<file path="src/rtl/attn_pkg.sv">
package attn_pkg;
  localparam int CW = 16;
  localparam int PW = 2 * CW;

  localparam logic [3:0] CU_IDLE   = 4'd0;
  localparam logic [3:0] CU_SUSP   = 4'd1;
  localparam logic [3:0] CU_ACTIVE = 4'd2;

  localparam logic [3:0] RU_IDLE   = 4'd0;
  localparam logic [3:0] RU_SUSP   = 4'd1;
  localparam logic [3:0] RU_READY  = 4'd4;

  localparam int FLG_CX  = 3;
  localparam int FLG_FR  = 2;
  localparam int FLG_CNA = 1;
  localparam int FLG_RNR = 0;

  localparam int OFF_STAT = 0;
  localparam int OFF_CMD  = 2;
  localparam int OFF_PLO  = 4;
  localparam int OFF_PHI  = 6;

  localparam logic [PW-1:0] PTR_NULL = '1;

  typedef struct packed {
    logic [3:0] ack;
    logic [2:0] cuc;
    logic       srst;
    logic [2:0] ruc;
  } cmd_fields_t;

  typedef enum logic [3:0] {
    S_IDLE, S_RD_CMD, S_WT_CMD, S_CLR, S_APPLY,
    S_RD_PLO, S_WT_PLO, S_RD_PHI, S_WT_PHI,
    S_PACK, S_WR_STAT, S_START
  } seq_state_e;
endpackage

</file>
<file path="src/rtl/attn_pend_cnt.sv">
module attn_pend_cnt #(
  parameter int CNT_W = 3
) (
  input  logic clk,
  input  logic rst_n,
  input  logic inc,
  input  logic dec,
  output logic pending
);
  localparam logic [CNT_W-1:0] MAXV = '1;
  logic [CNT_W-1:0] cnt_q;
  logic inc_ok, dec_ok;

  assign dec_ok  = dec && (cnt_q != '0);
  assign inc_ok  = inc && ((cnt_q != MAXV) || dec_ok);
  assign pending = (cnt_q != '0);

  always_ff @(posedge clk) begin
    if (!rst_n) cnt_q <= '0;
    else if (inc_ok && !dec_ok) cnt_q <= cnt_q + 1'b1;
    else if (dec_ok && !inc_ok) cnt_q <= cnt_q - 1'b1;
  end

  a_r10_sat_hold: assert property (@(posedge clk) disable iff (!rst_n)
    (cnt_q == MAXV && inc && !dec) |=> (cnt_q == MAXV));
  a_r10_step_down: assert property (@(posedge clk) disable iff (!rst_n)
    (!inc && dec && cnt_q != '0) |=> (cnt_q == $past(cnt_q) - 1'b1));
endmodule

</file>
<file path="src/rtl/attn_decode.sv">
module attn_decode
  import attn_pkg::*;
(
  input  cmd_fields_t     cmd,
  input  logic [3:0]      cu_in,
  input  logic [3:0]      ru_in,
  input  logic [3:0]      flags_in,
  input  logic [PW-1:0]   ptr_in,
  output logic [3:0]      cu_out,
  output logic [3:0]      ru_out,
  output logic [3:0]      flags_out,
  output logic [PW-1:0]   ptr_out,
  output logic            need_load
);
  always_comb begin
    flags_out = flags_in & ~cmd.ack;
    cu_out    = cu_in;
    ru_out    = ru_in;
    ptr_out   = ptr_in;
    case (cmd.cuc)
      3'd1: cu_out = CU_ACTIVE;
      3'd4: begin
        cu_out = CU_SUSP;
        flags_out[FLG_CNA] = 1'b1;
      end
      default: ;
    endcase
    case (cmd.ruc)
      3'd1, 3'd2: ru_out = RU_READY;
      3'd3, 3'd4: begin
        ru_out = RU_SUSP;
        flags_out[FLG_RNR] = 1'b1;
      end
      default: ;
    endcase
    if (cmd.srst) begin
      cu_out    = CU_IDLE;
      ru_out    = RU_SUSP;
      flags_out = '0;
      ptr_out   = PTR_NULL;
    end
    need_load = (cu_out != CU_SUSP) && (ptr_out == PTR_NULL);
  end
endmodule

</file>
<file path="src/rtl/attn_seq.sv">
module attn_seq
  import attn_pkg::*;
#(
  parameter int AW = 32
) (
  input  logic          clk,
  input  logic          rst_n,
  input  logic          pending,
  input  logic [AW-1:0] base,
  input  logic          load_needed,
  input  logic          ptr_valid,
  input  logic [CW-1:0] status_word,
  output cmd_fields_t   cmd,
  output logic          apply,
  output logic          lo_we,
  output logic          hi_we,
  output logic          start,
  output logic          done,
  output logic          idle,
  output logic          mem_req_valid_o,
  input  logic          mem_req_ready_i,
  output logic          mem_req_we_o,
  output logic [AW-1:0] mem_req_addr_o,
  output logic [CW-1:0] mem_req_wdata_o,
  input  logic          mem_rsp_valid_i,
  input  logic [CW-1:0] mem_rsp_rdata_i
);
  seq_state_e st_q, st_d;
  cmd_fields_t cmd_q;
  logic [CW-1:0] stat_q;
  logic acc;

  assign acc = mem_req_valid_o && mem_req_ready_i;

  always_comb begin
    st_d = st_q;
    case (st_q)
      S_IDLE:    if (pending) st_d = S_RD_CMD;
      S_RD_CMD:  if (acc) st_d = S_WT_CMD;
      S_WT_CMD:  if (mem_rsp_valid_i) st_d = S_CLR;
      S_CLR:     if (acc) st_d = S_APPLY;
      S_APPLY:   st_d = load_needed ? S_RD_PLO : S_PACK;
      S_RD_PLO:  if (acc) st_d = S_WT_PLO;
      S_WT_PLO:  if (mem_rsp_valid_i) st_d = S_RD_PHI;
      S_RD_PHI:  if (acc) st_d = S_WT_PHI;
      S_WT_PHI:  if (mem_rsp_valid_i) st_d = S_PACK;
      S_PACK:    st_d = S_WR_STAT;
      S_WR_STAT: if (acc) st_d = S_START;
      S_START:   st_d = S_IDLE;
      default:   st_d = S_IDLE;
    endcase
  end

  always_ff @(posedge clk) begin
    if (!rst_n) begin
      st_q   <= S_IDLE;
      cmd_q  <= '0;
      stat_q <= '0;
    end else begin
      st_q <= st_d;
      if (st_q == S_WT_CMD && mem_rsp_valid_i) begin
        cmd_q.ack  <= mem_rsp_rdata_i[15:12];
        cmd_q.cuc  <= mem_rsp_rdata_i[10:8];
        cmd_q.srst <= mem_rsp_rdata_i[7];
        cmd_q.ruc  <= mem_rsp_rdata_i[6:4];
      end
      if (st_q == S_PACK) stat_q <= status_word;
    end
  end

  assign cmd   = cmd_q;
  assign apply = (st_q == S_APPLY);
  assign lo_we = (st_q == S_WT_PLO) && mem_rsp_valid_i;
  assign hi_we = (st_q == S_WT_PHI) && mem_rsp_valid_i;
  assign done  = (st_q == S_START);
  assign start = done && ptr_valid;
  assign idle  = (st_q == S_IDLE);

  always_comb begin
    mem_req_valid_o = 1'b0;
    mem_req_we_o    = 1'b0;
    mem_req_addr_o  = base;
    mem_req_wdata_o = '0;
    case (st_q)
      S_RD_CMD: begin
        mem_req_valid_o = 1'b1;
        mem_req_addr_o  = base + AW'(OFF_CMD);
      end
      S_CLR: begin
        mem_req_valid_o = 1'b1;
        mem_req_we_o    = 1'b1;
        mem_req_addr_o  = base + AW'(OFF_CMD);
      end
      S_RD_PLO: begin
        mem_req_valid_o = 1'b1;
        mem_req_addr_o  = base + AW'(OFF_PLO);
      end
      S_RD_PHI: begin
        mem_req_valid_o = 1'b1;
        mem_req_addr_o  = base + AW'(OFF_PHI);
      end
      S_WR_STAT: begin
        mem_req_valid_o = 1'b1;
        mem_req_we_o    = 1'b1;
        mem_req_addr_o  = base + AW'(OFF_STAT);
        mem_req_wdata_o = stat_q;
      end
      default: ;
    endcase
  end

  a_r1_req_hold: assert property (@(posedge clk) disable iff (!rst_n)
    (mem_req_valid_o && !mem_req_ready_i) |=>
      (mem_req_valid_o && $stable(mem_req_addr_o) && $stable(mem_req_we_o)
       && $stable(mem_req_wdata_o)));
  a_r1_no_req_while_waiting: assert property (@(posedge clk) disable iff (!rst_n)
    (mem_req_valid_o && mem_req_ready_i && !mem_req_we_o) |=> !mem_req_valid_o);
  a_r11_start_single: assert property (@(posedge clk) disable iff (!rst_n)
    start |=> !start);
endmodule

</file>
<file path="src/rtl/attn_ctrl_decoder.sv">
module attn_ctrl_decoder
  import attn_pkg::*;
#(
  parameter int AW    = 32,
  parameter int CNT_W = 3
) (
  input  logic          clk,
  input  logic          rst_n,
  input  logic          attn_i,
  input  logic [AW-1:0] scb_base_i,
  input  logic          cmd_done_evt_i,
  input  logic          frame_evt_i,
  output logic          mem_req_valid_o,
  input  logic          mem_req_ready_i,
  output logic          mem_req_we_o,
  output logic [AW-1:0] mem_req_addr_o,
  output logic [15:0]   mem_req_wdata_o,
  input  logic          mem_rsp_valid_i,
  input  logic [15:0]   mem_rsp_rdata_i,
  output logic          exec_start_o,
  output logic [31:0]   cmd_ptr_o,
  output logic [3:0]    cu_state_o,
  output logic [3:0]    ru_state_o,
  output logic [3:0]    flags_o,
  output logic          busy_o
);
  logic [3:0]    cu_q, ru_q, flags_q;
  logic [PW-1:0] ptr_q;
  logic [3:0]    cu_n, ru_n, flags_n, evt;
  logic [PW-1:0] ptr_n;
  logic          need_load, pending, apply, lo_we, hi_we, start, done, idle;
  cmd_fields_t   cmd;
  logic [CW-1:0] status_word;

  assign evt = {cmd_done_evt_i, frame_evt_i, 2'b00};
  assign status_word = {flags_q, cu_q, ru_q, 4'b0000};

  attn_pend_cnt #(.CNT_W(CNT_W)) u_cnt (
    .clk(clk), .rst_n(rst_n), .inc(attn_i), .dec(done), .pending(pending)
  );

  attn_decode u_dec (
    .cmd(cmd), .cu_in(cu_q), .ru_in(ru_q), .flags_in(flags_q), .ptr_in(ptr_q),
    .cu_out(cu_n), .ru_out(ru_n), .flags_out(flags_n), .ptr_out(ptr_n),
    .need_load(need_load)
  );

  attn_seq #(.AW(AW)) u_seq (
    .clk(clk), .rst_n(rst_n), .pending(pending), .base(scb_base_i),
    .load_needed(need_load), .ptr_valid(ptr_q != PTR_NULL),
    .status_word(status_word), .cmd(cmd), .apply(apply),
    .lo_we(lo_we), .hi_we(hi_we), .start(start), .done(done), .idle(idle),
    .mem_req_valid_o(mem_req_valid_o), .mem_req_ready_i(mem_req_ready_i),
    .mem_req_we_o(mem_req_we_o), .mem_req_addr_o(mem_req_addr_o),
    .mem_req_wdata_o(mem_req_wdata_o), .mem_rsp_valid_i(mem_rsp_valid_i),
    .mem_rsp_rdata_i(mem_rsp_rdata_i)
  );

  always_ff @(posedge clk) begin
    if (!rst_n) begin
      cu_q    <= CU_IDLE;
      ru_q    <= RU_SUSP;
      flags_q <= '0;
      ptr_q   <= PTR_NULL;
    end else begin
      if (apply) begin
        cu_q    <= cu_n;
        ru_q    <= ru_n;
        flags_q <= flags_n | evt;
        ptr_q   <= ptr_n;
      end else begin
        flags_q <= flags_q | evt;
        if (lo_we) ptr_q[CW-1:0]  <= mem_rsp_rdata_i;
        if (hi_we) ptr_q[PW-1:CW] <= mem_rsp_rdata_i;
      end
    end
  end

  assign exec_start_o = start;
  assign cmd_ptr_o    = ptr_q;
  assign cu_state_o   = cu_q;
  assign ru_state_o   = ru_q;
  assign flags_o      = flags_q;
  assign busy_o       = pending || !idle;

  a_r6_soft_reset: assert property (@(posedge clk) disable iff (!rst_n)
    (apply && cmd.srst) |=> (cu_q == CU_IDLE && ru_q == RU_SUSP));
  a_r3_abort_cna: assert property (@(posedge clk) disable iff (!rst_n)
    (apply && !cmd.srst && cmd.cuc == 3'd4) |=> (flags_q[FLG_CNA] && cu_q == CU_SUSP));
  a_r4_ru_abort: assert property (@(posedge clk) disable iff (!rst_n)
    (apply && !cmd.srst && (cmd.ruc == 3'd3 || cmd.ruc == 3'd4)) |=>
      (flags_q[FLG_RNR] && ru_q == RU_SUSP));
  a_r11_start_nonnull: assert property (@(posedge clk) disable iff (!rst_n)
    exec_start_o |-> (cmd_ptr_o != PTR_NULL));
  a_r13_evt_sets: assert property (@(posedge clk) disable iff (!rst_n)
    cmd_done_evt_i |=> flags_o[FLG_CX]);
endmodule

</file>
<file path="config.mk">
export PLATFORM = sky130hd
export DESIGN_NAME = attn_ctrl_decoder
export DESIGN_NICKNAME = d
export VERILOG_FILES = /design/src/rtl/attn_pkg.sv /design/src/rtl/attn_pend_cnt.sv /design/src/rtl/attn_decode.sv /design/src/rtl/attn_seq.sv /design/src/rtl/attn_ctrl_decoder.sv
export SDC_FILE = /design/constraint.sdc
export NUM_CORES = 1
export LEC_CHECK = 0
export ABC_CLOCK_PERIOD_IN_PS = 7000
export BUFFER_PORTS_ARGS = -buffer_cell sky130_fd_sc_hd__buf_2
export CORE_ASPECT_RATIO = 1.25
export CORE_MARGIN = 2
export CORE_UTILIZATION = 35
export CTS_CLUSTER_DIAMETER = 40
export DETAILED_ROUTE_END_ITERATION = 10
export PLACE_DENSITY = 0.69
export REMOVE_ABC_BUFFERS = 1
export SLEW_MARGIN = 20
export SYNTH_ARGS = -nofsm -noshare
export SYNTH_HDL_FRONTEND = slang
export SYNTH_HIERARCHICAL = 1
export SYNTH_SLANG_ARGS = --single-unit
export TNS_END_PERCENT = 10
</file>
<file path="constraint.sdc">
create_clock -name clk -period 7 [get_ports clk]
set_input_delay 1.4 -clock clk [delete_from_list [all_inputs] [get_ports clk]]
set_output_delay 1.4 -clock clk [all_outputs]
set_load 0.005 [all_outputs]
</file>
==> results.py <==
metrics = {
    "route": {
        "post-route-drc-count": 0,
        "routedWlPerCell_um": 14.3,
        "viasPerCell": 5.02,
        "ant_nets": 0,
        "vias": 4500,
        "first_pass_iters": 4,
        "wl_mm": 12.8,
        "drt-initial-drc-count": 232,
    },
    "pwr": {
        "total_power_mw": 1.04,
        "p_leak_nw": 2.47,
        "p_per_area_nw_per_um2": 170,
        "vdd_ir_drop_max_mv": 0.122,
    },
    "setup_path": {
        "worstSetupPathType": "in2out",
        "setup.worst_path.start_class": "input port",
        "worst-endpoint-arrival_ps": 2940,
        "end_kind": "output port",
        "crit_fanout": 9,
        "reg2reg_depth": 5,
        "required_ps": 5600,
        "r2r_setup_slack_ps": 4190,
        "timing.rr.start": "u_seq/st_q[1]$_SDFFE_PN0P_",
        "r2r-end": "cmd_ptr_o[0]$_SDFFE_PN1P_",
    },
    "timing": {
        "setup_tns_ps": 0,
        "fin_hold_ws_ps": 457,
        "timing.fmax_ghz": 0.230,
        "hold_viol": 0,
        "min_period_ps": 4340,
        "finalSetupViolCount": 0,
        "slew_headroom": 0.274,
        "skew_ps": 7.15,
        "rsz0062_at_grt": "false",
        "tightestPinTransition_ps": 1090,
        "post-route-period-util": 0.620,
        "worst_slack_ps": 2660,
        "drv_slew": 0,
    },
    "synthesis": {
        "synthArstFlopShare": 0,
        "syn-cell-area_um2": 5040,
        "syn_inst": 581,
        "ys_seq_area_frac": 0.310,
        "synth_warnings": 6,
        "synth.ff_latch_count": 78,
        "ys_types": 52,
        "synth_ff_type": "dfxtp_1",
        "syn_area_per_cell_um2": 8.67,
        "synth-edff-count": 0,
    },
    "clocking": {
        "cts_sinks": 78,
        "cts-root-buf": "clkbuf_16",
        "postCtsSetupBuffers": 0,
        "cts_buffers": 9,
        "cts.reportedPaths.clkPinSlew_ps": 60,
        "clk_latency_ps": 330,
        "postCtsHoldBufs": 0,
        "h-tree-depth": 3,
        "tritoncts": "done",
        "clock_path_buffers": 2,
        "cts_resized": 0,
    },
    "global_routing": {
        "overflow": 0,
        "grt_usage": 0.163,
        "grt_max_degree": 80,
        "grt_pass1_vias": 4153,
        "grt_first_pass_wirelength_mm": 21.0,
        "grt_antenna_before_repair": 0,
    },
    "floorplan": {
        "die_x_um": 111,
        "start_util": 0.354,
        "dieArea_um2": 15400,
        "ios": 151,
        "rows": 49,
        "die_h_um": 138,
        "fp.coreArea_um2": 14200,
    },
    "worst_hold_path": {
        "worstHoldEndpoint": "u_seq/stat_q[14]$_SDFFE_PN0P_",
        "worstHoldPathType": "reg2reg",
        "hold_start": "u_seq/stat_q[14]$_SDFFE_PN0P_",
        "whs_path_depth": 2,
    },
    "run": {
        "drv_cap": 0,
    },
    "cells_and_area": {
        "syn2layout_area_growth_pct": 21.8,
        "drive_gt1_frac": 0.340,
        "insertedDiodeCount": 0,
        "final_nets": 772,
        "nFillCells": 1422,
        "fin_cells": 896,
    },
    "place": {
        "port_buffers": 148,
        "gp_congestion": 0.809,
        "dp.cells": 880,
        "pre_cts_slack_ps": 2650,
        "dp_hpwl_mm": 9.05,
    },
    "run_status": {
        "status": "completed",
    },
}
## per-stage QoR
stage           util  instance area (um2)
6_report       0.431                 6130
3_5_place_dp   0.411                 5850
5_1_grt        0.431                 6130
3_3_place_gp   0.411                 5850
2_1_floorplan      -                 4840
4_1_cts        0.431                 6120
## power breakdown
part           switching [mW]  total, mW  internal (mW)
combinational          0.0699      0.135         0.0651
sequential             0.0200      0.472          0.452
clock                   0.186      0.436          0.250
total                   0.276       1.04          0.767
## state kept, by name (all words and copies together) (netlist names)
name / flops
cu_state_o: 4
flags_o: 4
u_seq/cmd: 11
ru_state_o: 4
u_cnt/cnt_q: 3
u_seq/st_q: 4
u_seq/stat_q: 16
cmd_ptr_o: 32
## cell usage after synthesis, types with 3 or more instances
master | count | area, um2
nand2_1 | 89 | 334
dfxtp_1 | 78 | 1560
mux2i_1 | 54 | 541
or2_2 | 33 | 206
nand4_1 | 29 | 181
nor2b_1 | 28 | 175
xnor2_1 | 27 | 236
and2_1 | 24 | 150
mux2_4 | 20 | 300
nor2_1 | 18 | 67.6
clkbuf_1 | 17 | 63.8
a21boi_0 | 16 | 120
mux2_2 | 14 | 158
nand3_1 | 13 | 65.1
a21oi_1 | 10 | 50.1
o21ai_0 | 10 | 50.1
inv_1 | 8 | 30.0
nor3_1 | 8 | 40.0
buf_2 | 7 | 35.0
nand2b_1 | 7 | 43.8
xor2_1 | 7 | 61.3
buf_4 | 6 | 45.0
nor4_1 | 6 | 37.5
nor3b_1 | 4 | 30.0
a22oi_1 | 3 | 22.5
ha_1 | 3 | 37.5
nand3b_1 | 3 | 22.5
o22ai_1 | 3 | 18.8
or3_1 | 3 | 18.8
## critical path, cell delays in order
cell and delay, ps:
buf_2 150, xnor2_1 160, ha_1 200, a22oi_1 110, or3_4 400, nor3_1 240, xnor2_1 150, buf_2 130
## cell usage in the layout (no fill, tap or decap), types with 8 or more instances in the layout
master     instances
a21boi_0          16
a21oi_1           10
and2_1            24
buf_2            148
clkbuf_16          9
dfxtp_1           78
inv_1              8
mux2_2            14
mux2_4            20
mux2i_1           54
nand2_1           89
nand3_1           13
nand4_1           29
nor2_1            18
nor2b_1           27
nor3_1             8
o21ai_0           10
or2_2             33
xnor2_1           27
## area by class of cell
class	count	area [um2]	share of cell area
flip-flops and latches	78	1560	0.255
repair buffers	152	771	0.126
clock buffers	11	243	0.0396
well taps	178	223	0.0363
clock inverters	5	35.0	0.00571
inverters	8	30.0	0.00490
multi-input cells	464	3270	0.533
## layer usage
metal / GRT usage / vias to the layer above / wire [um]
li1: - / 2265 / -
met1: 0.202 / 2084 / 5640
met2: 0.287 / 133 / 6280
met3: 0.0254 / 18 / 634
met4: 0.0585 / 0 / 258
met5: 0 / - / 0
## worst max-delay path by stage
| stage | from | end | slack (ps) |
|---|---|---|---|
| 2_1_floorplan | u_seq/st_q[2]$_SDFFE_PN0P_ | flags_o[2]$_SDFF_PN0_ | 760 |
| 3_3_place_gp | scb_base_i[2] | mem_req_addr_o[29] | 2660 |
| 3_5_place_dp | scb_base_i[2] | mem_req_addr_o[9] | 2650 |
| 4_1_cts | scb_base_i[2] | mem_req_addr_o[9] | 2650 |
| 5_1_grt | u_seq/st_q[2]$_SDFFE_PN0P_ | mem_req_addr_o[9] | 2420 |
| 6_report | scb_base_i[2] | mem_req_addr_o[29] | 2660 |
## logic make-up (layout without fill, tap and decap cells)
family,after synthesis,after routing,synth area share
simple gates,277,277,0.296
mux,88,88,0.198
flops,78,78,0.310
compound gates,57,57,0.0773
buf+inv,42,176,0.0470
xor+xnor,34,34,0.0591
fa+ha+maj,4,4,0.0114
other cells,1,4,0.000745
Note: power is estimated with default switching activity, not from simulation.
